**src/rtl/spim_pkg.sv**
```systemverilog
package spim_pkg;
  localparam int DATA_W = 32;
  localparam int PM_W   = 4;
  localparam int LEN_W  = 4;

  localparam logic [7:0] OFS_MODE = 8'h20;
  localparam logic [7:0] OFS_EVT  = 8'h24;
  localparam logic [7:0] OFS_MASK = 8'h28;
  localparam logic [7:0] OFS_CMD  = 8'h2C;
  localparam logic [7:0] OFS_TX   = 8'h30;
  localparam logic [7:0] OFS_RX   = 8'h34;

  localparam int BIT_LOOP  = 30;
  localparam int BIT_MSB   = 26;
  localparam int BIT_MST   = 25;
  localparam int BIT_EN    = 24;
  localparam int LEN_LSB   = 20;
  localparam int PM_LSB    = 16;
  localparam int BIT_RXNE  = 9;
  localparam int BIT_TXNF  = 8;

  typedef struct packed {
    logic             loop;
    logic             msb;
    logic             mst;
    logic             en;
    logic [LEN_W-1:0] len;
    logic [PM_W-1:0]  pm;
  } mode_t;

  // index of the highest data bit for a length code
  function automatic logic [4:0] top_index(input logic [LEN_W-1:0] code);
    logic [4:0] t;
    if (code == '0)        t = 5'd31;
    else if (code < 4'd3)  t = 5'd3;
    else                   t = {1'b0, code};
    return t;
  endfunction
endpackage

```
**src/rtl/spim_clkdiv.sv**
```systemverilog
module spim_clkdiv #(
  parameter int PM_W = 4
) (
  input  logic            clk,
  input  logic            rst_n,
  input  logic            run,
  input  logic [PM_W-1:0] pm,
  output logic            tick
);
  localparam int CW = PM_W + 1;

  logic [CW-1:0] cnt_q, cnt_d, last;

  // half period is 2*(pm+1) clocks, so the last count is 2*pm+1
  assign last = {pm, 1'b1};
  assign tick = run && (cnt_q == last);

  always_comb begin
    cnt_d = cnt_q;
    if (!run || tick) cnt_d = '0;
    else              cnt_d = cnt_q + 1'b1;
  end

  always_ff @(posedge clk or negedge rst_n) begin
    if (!rst_n) cnt_q <= '0;
    else        cnt_q <= cnt_d;
  end
endmodule

```
**src/rtl/spim_shift.sv**
```systemverilog
module spim_shift
  import spim_pkg::*;
#(
  parameter int DW   = 32,
  parameter int PM_W = 4
) (
  input  logic             clk,
  input  logic             rst_n,
  input  logic             start,
  input  logic [DW-1:0]    tx_data,
  input  logic [LEN_W-1:0] len_code,
  input  logic             msb_first,
  input  logic             loopback,
  input  logic [PM_W-1:0]  pm_in,
  input  logic             tick,
  input  logic             miso,
  output logic             busy,
  output logic             sclk,
  output logic             mosi,
  output logic [PM_W-1:0]  pm_o,
  output logic             done,
  output logic [DW-1:0]    rx_word
);
  localparam int IW = $clog2(DW);
  localparam int LW = IW + 1;

  logic            busy_q, busy_d, sclk_q, sclk_d, samp_q, samp_d;
  logic            msb_q, msb_d, loop_q, loop_d;
  logic [DW-1:0]   sh_q, sh_d, shifted;
  logic [LW-1:0]   left_q, left_d;
  logic [IW-1:0]   top_q, top_d, top_new;
  logic [PM_W-1:0] pm_q, pm_d;
  logic            out_bit, rx_in, rise, fall;

  function automatic logic [DW-1:0] len_mask(input logic [IW-1:0] t);
    return {DW{1'b1}} >> (DW - 1 - int'(t));
  endfunction

  assign top_new = IW'(top_index(len_code));
  assign out_bit = msb_q ? sh_q[top_q] : sh_q[0];
  assign rx_in   = loop_q ? out_bit : miso;
  assign rise    = busy_q && tick && !sclk_q;
  assign fall    = busy_q && tick && sclk_q;
  assign shifted = msb_q ? (((sh_q << 1) | DW'(samp_q)) & len_mask(top_q))
                         : ((sh_q >> 1) | (DW'(samp_q) << top_q));
  assign done    = fall && (left_q == LW'(1));

  assign busy    = busy_q;
  assign sclk    = sclk_q;
  assign mosi    = busy_q && out_bit;
  assign pm_o    = pm_q;
  assign rx_word = shifted;

  always_comb begin
    busy_d = busy_q; sclk_d = sclk_q; samp_d = samp_q;
    msb_d  = msb_q;  loop_d = loop_q; sh_d   = sh_q;
    left_d = left_q; top_d  = top_q;  pm_d   = pm_q;
    if (start) begin
      busy_d = 1'b1;
      sclk_d = 1'b0;
      sh_d   = tx_data & len_mask(top_new);
      top_d  = top_new;
      left_d = LW'(top_new) + 1'b1;
      msb_d  = msb_first;
      loop_d = loopback;
      pm_d   = pm_in;
    end else begin
      if (rise) begin
        sclk_d = 1'b1;
        samp_d = rx_in;
      end
      if (fall) begin
        sclk_d = 1'b0;
        sh_d   = shifted;
        left_d = left_q - 1'b1;
        if (done) busy_d = 1'b0;
      end
    end
  end

  always_ff @(posedge clk or negedge rst_n) begin
    if (!rst_n) begin
      busy_q <= 1'b0; sclk_q <= 1'b0; samp_q <= 1'b0;
      msb_q  <= 1'b0; loop_q <= 1'b0; sh_q   <= '0;
      left_q <= '0;   top_q  <= '0;   pm_q   <= '0;
    end else begin
      busy_q <= busy_d; sclk_q <= sclk_d; samp_q <= samp_d;
      msb_q  <= msb_d;  loop_q <= loop_d; sh_q   <= sh_d;
      left_q <= left_d; top_q  <= top_d;  pm_q   <= pm_d;
    end
  end
endmodule

```
**src/rtl/spim_regs.sv**
```systemverilog
module spim_regs
  import spim_pkg::*;
#(
  parameter int ADDR_W = 8,
  parameter int DW     = 32
) (
  input  logic              clk,
  input  logic              rst_n,
  input  logic [ADDR_W-1:0] reg_addr,
  input  logic              reg_wr,
  input  logic [DW-1:0]     reg_wdata,
  output logic [DW-1:0]     reg_rdata,
  input  logic              busy,
  input  logic              done,
  input  logic [DW-1:0]     rx_next,
  output logic              start,
  output mode_t             mode,
  output logic              irq,
  output logic [1:0]        ev,
  output logic [1:0]        msk
);
  mode_t          mode_q, mode_d;
  logic [1:0]     ev_q, ev_d, msk_q, msk_d;
  logic [DW-1:0]  rx_q, rx_d;
  logic           wr_mode, wr_evt, wr_mask, wr_tx;

  assign wr_mode = reg_wr && (reg_addr == ADDR_W'(OFS_MODE));
  assign wr_evt  = reg_wr && (reg_addr == ADDR_W'(OFS_EVT));
  assign wr_mask = reg_wr && (reg_addr == ADDR_W'(OFS_MASK));
  assign wr_tx   = reg_wr && (reg_addr == ADDR_W'(OFS_TX));
  assign start   = wr_tx && mode_q.en && !busy;

  always_comb begin
    mode_d = mode_q;
    msk_d  = msk_q;
    rx_d   = rx_q;
    if (wr_mode) begin
      mode_d.loop = reg_wdata[BIT_LOOP];
      mode_d.msb  = reg_wdata[BIT_MSB];
      mode_d.mst  = reg_wdata[BIT_MST];
      mode_d.en   = reg_wdata[BIT_EN];
      mode_d.len  = reg_wdata[LEN_LSB +: LEN_W];
      mode_d.pm   = reg_wdata[PM_LSB +: PM_W];
    end
    if (wr_mask) msk_d = {reg_wdata[BIT_RXNE], reg_wdata[BIT_TXNF]};
    // clear first, hardware set last so it wins
    ev_d = ev_q;
    if (wr_evt) ev_d = ev_q & ~{reg_wdata[BIT_RXNE], reg_wdata[BIT_TXNF]};
    if (done)  begin ev_d[1] = 1'b1; rx_d = rx_next; end
    if (start) ev_d[0] = 1'b1;
  end

  always_ff @(posedge clk or negedge rst_n) begin
    if (!rst_n) begin
      mode_q <= '0; ev_q <= '0; msk_q <= '0; rx_q <= '0;
    end else begin
      mode_q <= mode_d; ev_q <= ev_d; msk_q <= msk_d; rx_q <= rx_d;
    end
  end

  always_comb begin
    reg_rdata = '0;
    if (reg_addr == ADDR_W'(OFS_MODE)) begin
      reg_rdata[BIT_LOOP]            = mode_q.loop;
      reg_rdata[BIT_MSB]             = mode_q.msb;
      reg_rdata[BIT_MST]             = mode_q.mst;
      reg_rdata[BIT_EN]              = mode_q.en;
      reg_rdata[LEN_LSB +: LEN_W]    = mode_q.len;
      reg_rdata[PM_LSB +: PM_W]      = mode_q.pm;
    end else if (reg_addr == ADDR_W'(OFS_EVT)) begin
      reg_rdata[BIT_RXNE] = ev_q[1];
      reg_rdata[BIT_TXNF] = ev_q[0];
    end else if (reg_addr == ADDR_W'(OFS_MASK)) begin
      reg_rdata[BIT_RXNE] = msk_q[1];
      reg_rdata[BIT_TXNF] = msk_q[0];
    end else if (reg_addr == ADDR_W'(OFS_RX)) begin
      reg_rdata = rx_q;
    end
  end

  assign irq  = |(ev_q & msk_q);
  assign mode = mode_q;
  assign ev   = ev_q;
  assign msk  = msk_q;
endmodule

```
**src/rtl/spim_ctrl.sv**
```systemverilog
module spim_ctrl
  import spim_pkg::*;
#(
  parameter int ADDR_W = 8,
  parameter int DW     = 32
) (
  input  logic              clk,
  input  logic              rst_n,
  input  logic [ADDR_W-1:0] reg_addr,
  input  logic              reg_wr,
  input  logic [DW-1:0]     reg_wdata,
  output logic [DW-1:0]     reg_rdata,
  output logic              irq,
  output logic              sclk,
  output logic              mosi,
  input  logic              miso
);
  logic            rst_s1, rst_sn;
  logic            start, busy, tick, done;
  logic [DW-1:0]   rx_next;
  logic [PM_W-1:0] pm_run;
  logic [1:0]      ev, msk;
  mode_t           mode;

  // reset asserts at once, releases on a clock edge
  always_ff @(posedge clk or negedge rst_n) begin
    if (!rst_n) begin rst_s1 <= 1'b0; rst_sn <= 1'b0; end
    else        begin rst_s1 <= 1'b1; rst_sn <= rst_s1; end
  end

  spim_regs #(.ADDR_W(ADDR_W), .DW(DW)) u_regs (
    .clk(clk), .rst_n(rst_sn), .reg_addr(reg_addr), .reg_wr(reg_wr),
    .reg_wdata(reg_wdata), .reg_rdata(reg_rdata), .busy(busy), .done(done),
    .rx_next(rx_next), .start(start), .mode(mode), .irq(irq), .ev(ev), .msk(msk)
  );

  spim_clkdiv #(.PM_W(PM_W)) u_div (
    .clk(clk), .rst_n(rst_sn), .run(busy), .pm(pm_run), .tick(tick)
  );

  spim_shift #(.DW(DW), .PM_W(PM_W)) u_shift (
    .clk(clk), .rst_n(rst_sn), .start(start), .tx_data(reg_wdata),
    .len_code(mode.len), .msb_first(mode.msb), .loopback(mode.loop),
    .pm_in(mode.pm), .tick(tick), .miso(miso), .busy(busy), .sclk(sclk),
    .mosi(mosi), .pm_o(pm_run), .done(done), .rx_word(rx_next)
  );
endmodule

```
**config.mk**
```make
export PLATFORM = sky130hd
export DESIGN_NAME = spim_ctrl
export DESIGN_NICKNAME = d
export VERILOG_FILES = /design/src/rtl/spim_pkg.sv /design/src/rtl/spim_clkdiv.sv /design/src/rtl/spim_shift.sv /design/src/rtl/spim_regs.sv /design/src/rtl/spim_ctrl.sv
export SDC_FILE = /design/constraint.sdc
export NUM_CORES = 1
export LEC_CHECK = 0
export CORE_UTILIZATION = 29
export CTS_CLUSTER_SIZE = 24
export DETAILED_ROUTE_END_ITERATION = 8
export GPL_TIMING_DRIVEN = 0
export PLACE_DENSITY_LB_ADDON = 0.12
export SYNTH_ARGS = -nofsm -noshare
export SYNTH_HDL_FRONTEND = slang
export SYNTH_SLANG_ARGS = --single-unit
```
**constraint.sdc**
```tcl
create_clock -name clk -period 3.75 [get_ports clk]
set_input_delay 0.5625 -clock clk [delete_from_list [all_inputs] [get_ports clk]]
set_output_delay 0.5625 -clock clk [all_outputs]
set_load 0.03 [all_outputs]
```
# Yosys cells after proc, flatten, opt, wreduce, memory -nomap -nowiden
# Index checks and enable logic that the tools add are counted.
[totals] register_bits=107 latchBits=0 ram_bits=0 mem_bits_ro=0 input_bits=44 output_inout_bits=35 word_cells=104 n_memories=0
[classes] addsub=5 n_mul=0 div=0 order_cmp=2 n_eq_ne=7 shifts=3 n_mux=33 bitwise=8 reduce_logical=24
[ops] cell="2-to-1 mux 32 bit" n=4
[ops] cell="AND 32 bit" n=2
[ops] cell=">> shifter 32 x 32 -> 32 bit, first input constant" n=2
[ops] cell="2-to-1 mux 22 bit" n=2
[ops] cell="== test 8 x 6 -> 1 bit, second input constant" n=5
[ops] cell="OR 31 x 32 -> 32 bit" n=1
[ops] cell="OR 32 x 1 -> 32 bit" n=1
[ops] cell="left shift 1 x 5 -> 32 bit" n=1
[ops] cell="2-to-1 mux 16 bit" n=1
[ops] cell="2-to-1 mux 8 bit" n=2
[ops] cell="2-to-1 mux 1 bit" n=13
[ops] cell="logical AND 1 bit" n=12
[ops] cell="2-to-1 mux 6 bit" n=2
[ops] cell="subtractor 5 x 5 -> 6 bit, first input constant" n=2
[ops] cell="2-to-1 mux 11 bit" n=1
[ops] cell="2-to-1 mux 5 bit" n=2
[ops] cell="nonzero test 2 bit" n=4
[ops] cell="adder 5 x 1 -> 6 bit, second input constant" n=1
[ops] cell="== test 6 x 1 -> 1 bit, second input constant" n=1
[ops] cell="less-than comparator 5 x 6 -> 1 bit, second input constant" n=1
[ops] cell="2-to-1 mux 2 bit" n=3
[ops] cell="subtractor 6 x 1 -> 6 bit, second input constant" n=1
[ops] cell="adder 5 x 1 -> 5 bit, second input constant" n=1
[ops] cell="binary-select mux 1 bit (select 5 bit)" n=1
[ops] cell="other kinds (13)" n=16

# Logic depth before layout (Yosys ltp)
[depth] word_depth=8 depth_mapped=10 ltp_nobuf=9

# Modules after synthesis
# A second synthesis with hierarchy kept.
[hier_totals] cells_unflattened=661 area_unflattened_um2=6429.9
[by_module_without_submodules] module="spim_shift" n_inst=1 cells_each=450 area_each_um2=3782.4 seq_area_each_um2=1301.2
[by_module_without_submodules] module="spim_regs" n_inst=1 cells_each=183 area_each_um2=2313.5 seq_area_each_um2=1201.2
[by_module_without_submodules] module="spim_clkdiv" n_inst=1 cells_each=25 area_each_um2=280.3 seq_area_each_um2=125.1
[by_module_without_submodules] module="spim_ctrl" n_inst=1 cells_each=3 area_each_um2=53.8 seq_area_each_um2=50.0

# Worst setup path after synthesis
# No wires, ideal clock.
[synth_timing] kind="input -> output" from="input reg_addr[1]" to="output reg_rdata[8]" arrival_time_ns=2.004 t_required_ns=3.188 setup_slack_ns=1.183 stages=5 path_buffers=1 cell_sequence="nor4_1 and4b_1 clkbuf_1 o21ai_0 a21oi_1"
[synth_via] elab_chain_len=5 elab_cells_between_ends=8 cone_classes="eq/ne: 4; mux: 4"
[synth_rtl] element="from (decl)" line="spim_ctrl.sv:9" text="input logic [ADDR_W-1:0] reg_addr,"
[synth_rtl] element="== test 8 x 6 -> 1 bit" line="spim_regs.sv:76" text="end else if (reg_addr == ADDR_W'(OFS_RX)) begin"
[synth_rtl] element="2-to-1 mux 32 bit" line="spim_regs.sv:76"
[synth_rtl] element="2-to-1 mux 2 bit" line="spim_regs.sv:73" text="end else if (reg_addr == ADDR_W'(OFS_MASK)) begin"
[synth_rtl] element="2-to-1 mux 2 bit" line="spim_regs.sv:70" text="end else if (reg_addr == ADDR_W'(OFS_EVT)) begin"
[synth_rtl] element="2-to-1 mux 16 bit *" line="spim_regs.sv:63" text="if (reg_addr == ADDR_W'(OFS_MODE)) begin"
[synth_rtl] element="to (decl)" line="spim_ctrl.sv:12" text="output logic [DW-1:0] reg_rdata,"
# Every way passes the cells marked *; elsewhere a longest branch is shown, timed or not.

# Worst setup path in the final report
[layout_timing] from="input reg_addr[1]" to="output reg_rdata[26]"
[layout_via] elab_chain_len=5 elab_cells_between_ends=8 cone_classes="eq/ne: 4; mux: 4"
[layout_rtl] element="== test 8 x 6 -> 1 bit" line="spim_regs.sv:76"
[layout_rtl] element="2-to-1 mux 32 bit" line="spim_regs.sv:76"
[layout_rtl] element="2-to-1 mux 22 bit" line="spim_regs.sv:73"
[layout_rtl] element="2-to-1 mux 22 bit" line="spim_regs.sv:70"
[layout_rtl] element="2-to-1 mux 11 bit *" line="spim_regs.sv:63"
# Marks and branches as above.

==> metrics.cfg <==
[clock_network]
cts_setup_buffers=0
cts_max_path_buffers=2
ctsHoldBuffers=0
htree_levels=3
root_buffer=clkbuf_16
clk_latency_ns=0.36
cts_made_buffers=9
clock_sinks=107
cts_tree=done
clk_pin_slew_ns=0.08

[pwr]
ir_worst_vdd_mv=0.232
total_power_uw=2350
leakagePower_uw=0.00360
powerDensity_mw_per_mm2=301

[timing]
postLayoutSetupSlackWorst_ns=0.273
fin_crit_ns=3.48
rsz0062_at_grt=false
finalHoldViolations=0
tightestPinTransition_ns=0.850
final.setup.tns_ns=0
fin_skew_ns=0.0107
finalMaxSlewViolations=0
slew_headroom=0.433
period_share=0.927
fmaxAchievable_mhz=288
setup_viol=0

[route]
drt_first_iter_violations=402
firstDrtPassIters=5
route.detailed.drc=0
wl_per_cell_um=23.3
drt-total-wl_um=24400
via_per_inst=5.51
ant_nets=0
via_count=5785

[hold_path]
min_path_type=in -> async

[global_route]
grt_usage=0.230
grt_pass1_vias=5876
grt_pass1_wl_um=37500
overflow=0
antenna_found_initial=0
grt_start_max_net_pins=55

[finish]
area_delta_synth_final_pct=24.1
fin_cells=1050
regArea_mm2=0.00268
nNetsFinal=821
antenna_cells=0
multi_input_area_mm2=0.00334
drive_gt1_frac=0.121
fill_cells=2139

[outcome]
status=finished, final reports clean

[worst_setup_path]
cp_max_fo=5
end_kind=output pin
cp.arrival_ns=2.91
crit_type=in -> out
cp.required_ns=3.19
critPathLaunchType=primary input

[synthesis]
synth-seq-cells=107
synth_ff_type=dfrtp_1
yosysWarnings=0
post_synth.cell_area_avg_um2=9.25
ys_types=54
synthCells=682
ys_seq_area_frac=0.424
synth_area_mm2=0.00631
synth_top_area_frac=0.424
yosysTopAreaCell=dfrtp_1
yosys-top-cells-area=dfrtp_1 (42%), mux2_4 (6.7%), nand3_1 (6.1%)
synth-async-reset-ratio=1.00
synth_nets=733
synth-edff-count=0

[run]
max_cap_viol_count=0

[placement]
dp_hpwl_um=18500
pre_cts_ws_ns=-0.252
portBuffers=78
gp_congestion=0.909
dp_cells=1036

[die]
fp.dieArea_mm2=0.0224
core_mm2=0.0212
start_util=0.298
rows=53
die_h_um=150
io_pins=79
die_w_um=150

-- repair_timing --
| item | in CTS | in global routing |
|---|---|---|
| pin swaps | 1 | 1 |
| endpoints found under the setup margin | 11 | 23 |
| resized for setup | 11 | 16 |
-- critical path: stages --
cell             delay, ns
clkdlybuf4s50_1       0.40
nor4_1                0.37
and4b_2               0.37
and2_1                0.29
a22o_1                0.24
clkdlybuf4s50_1       0.69
-- cell families (layout without fill, tap and decap cells) --
logic type	count (synthesis)	in the layout	synth area share
AOI/OAI and AO/OA	156	156	0.156
muxes	61	61	0.129
and+or+nand+nor	263	263	0.207
xor gates and xnor gates	13	13	0.0180
adders and majority gates	7	7	0.0139
DFF	107	107	0.424
other	1	1	0.000594
buffers and inverters	74	167	0.0506
-- stage by stage --
step                      area [um^2]   util  hold slack (ns)
after floorplan                  6310      -            0.267
after global placement           7440  0.352            0.339
after detailed placement         7470  0.353            0.353
after CTS                        7800  0.369            0.344
after global routing             7830  0.370            0.348
final                            7830  0.370            0.352
-- synth_stat cells (all sizes together), types with 5 or more instances --
| cell | number |
|---|---|
| a31oi | 8 |
| and3 | 26 |
| xor2 | 10 |
| a21oi | 42 |
| inv | 15 |
| nor3 | 8 |
| o211ai | 5 |
| a22o | 13 |
| nor2 | 23 |
| nand2 | 87 |
| buf | 15 |
| a211oi | 9 |
| nand3 | 77 |
| o311ai | 5 |
| and3b | 6 |
| and2 | 10 |
| clkbuf | 44 |
| a22oi | 6 |
| ha | 7 |
| mux2i | 9 |
| o21ai | 37 |
| dfrtp | 107 |
| o22ai | 14 |
| mux2 | 49 |
-- metal layers --
metal	GRT usage	wire length, um	vias up
li1	-	-	2645
met1	0.313	11200	2901
met2	0.369	11400	200
met3	0.0317	1180	39
met4	0.0816	675	0
met5	0	0	-
-- cells in the final DEF, fill, tap and decap left out, drive strengths merged, types with 6 or more instances in the layout --
| cell | count |
|---|---|
| dfrtp | 107 |
| nand2 | 87 |
| nand3 | 77 |
| clkdlybuf4s50 | 67 |
| clkbuf | 53 |
| mux2 | 49 |
| a21oi | 42 |
| o21ai | 37 |
| and3 | 26 |
| nor2 | 23 |
| inv | 17 |
| buf | 15 |
| o22ai | 14 |
| a22o | 13 |
| dlymetal6s2s | 11 |
| xor2 | 10 |
| and2 | 10 |
| mux2i | 9 |
| a211oi | 9 |
| a31oi | 8 |
| nor3 | 8 |
| ha | 7 |
| and3b | 6 |
| a22oi | 6 |
-- flip-flops by register name, summed over array words and instances, names as in the netlist --
register and cells:
u_regs.ev 2, u_shift.loop_q 1, u_regs.msk 2, u_shift.busy 1
rst_s1 1, u_regs.mode 12, u_shift.samp_q 1, u_shift.pm_o 4
u_shift.top_q 5, u_shift.left_q 6, u_div.cnt_q 5, u_regs.rx_q 32
u_shift.sh_q 32, u_shift.msb_q 1, u_shift.sclk 1, rst_sn 1
-- area by class of cell --
type,instances,area share
tap,275,0.0439
timing repair buffer,79,0.107
sequential,107,0.342
clock inverter,6,0.00927
clock buffer,10,0.0292
inverter,15,0.00719
multi-input combinational,501,0.427
buffer,57,0.0345
-- power by group --
part	total (uW)	switching [uW]	internal (uW)
logic	163	92.9	70.3
clock network	1000	477	528
registers	1190	24.7	1160
total	2350	594	1760
-- path summary, 6_finish.rpt --
| path | from | endpoint | slack, ns | depth (start not counted) |
|---|---|---|---|---|
| min in group clk | rst_s1$_DFF_PN0_ | rst_sn$_DFF_PN0_ | 0.37 | 0 |
| max in group asynchronous | rst_sn$_DFF_PN0_ | u_regs.rx_q[11]$_DFFE_PN0P_ | 2.64 | 1 |
| min | rst_n | rst_sn$_DFF_PN0_ | 0.35 | 1 |
| max reg2reg | u_div.cnt_q[3]$_DFF_PN0_ | u_shift.sh_q[11]$_DFFE_PN0N_ | 1.18 | 7 |
| max | reg_addr[1] | reg_rdata[26] | 0.27 | 6 |
| min reg2reg | rst_s1$_DFF_PN0_ | rst_sn$_DFF_PN0_ | 0.37 | 0 |
(Power assumes the default switching activity.)
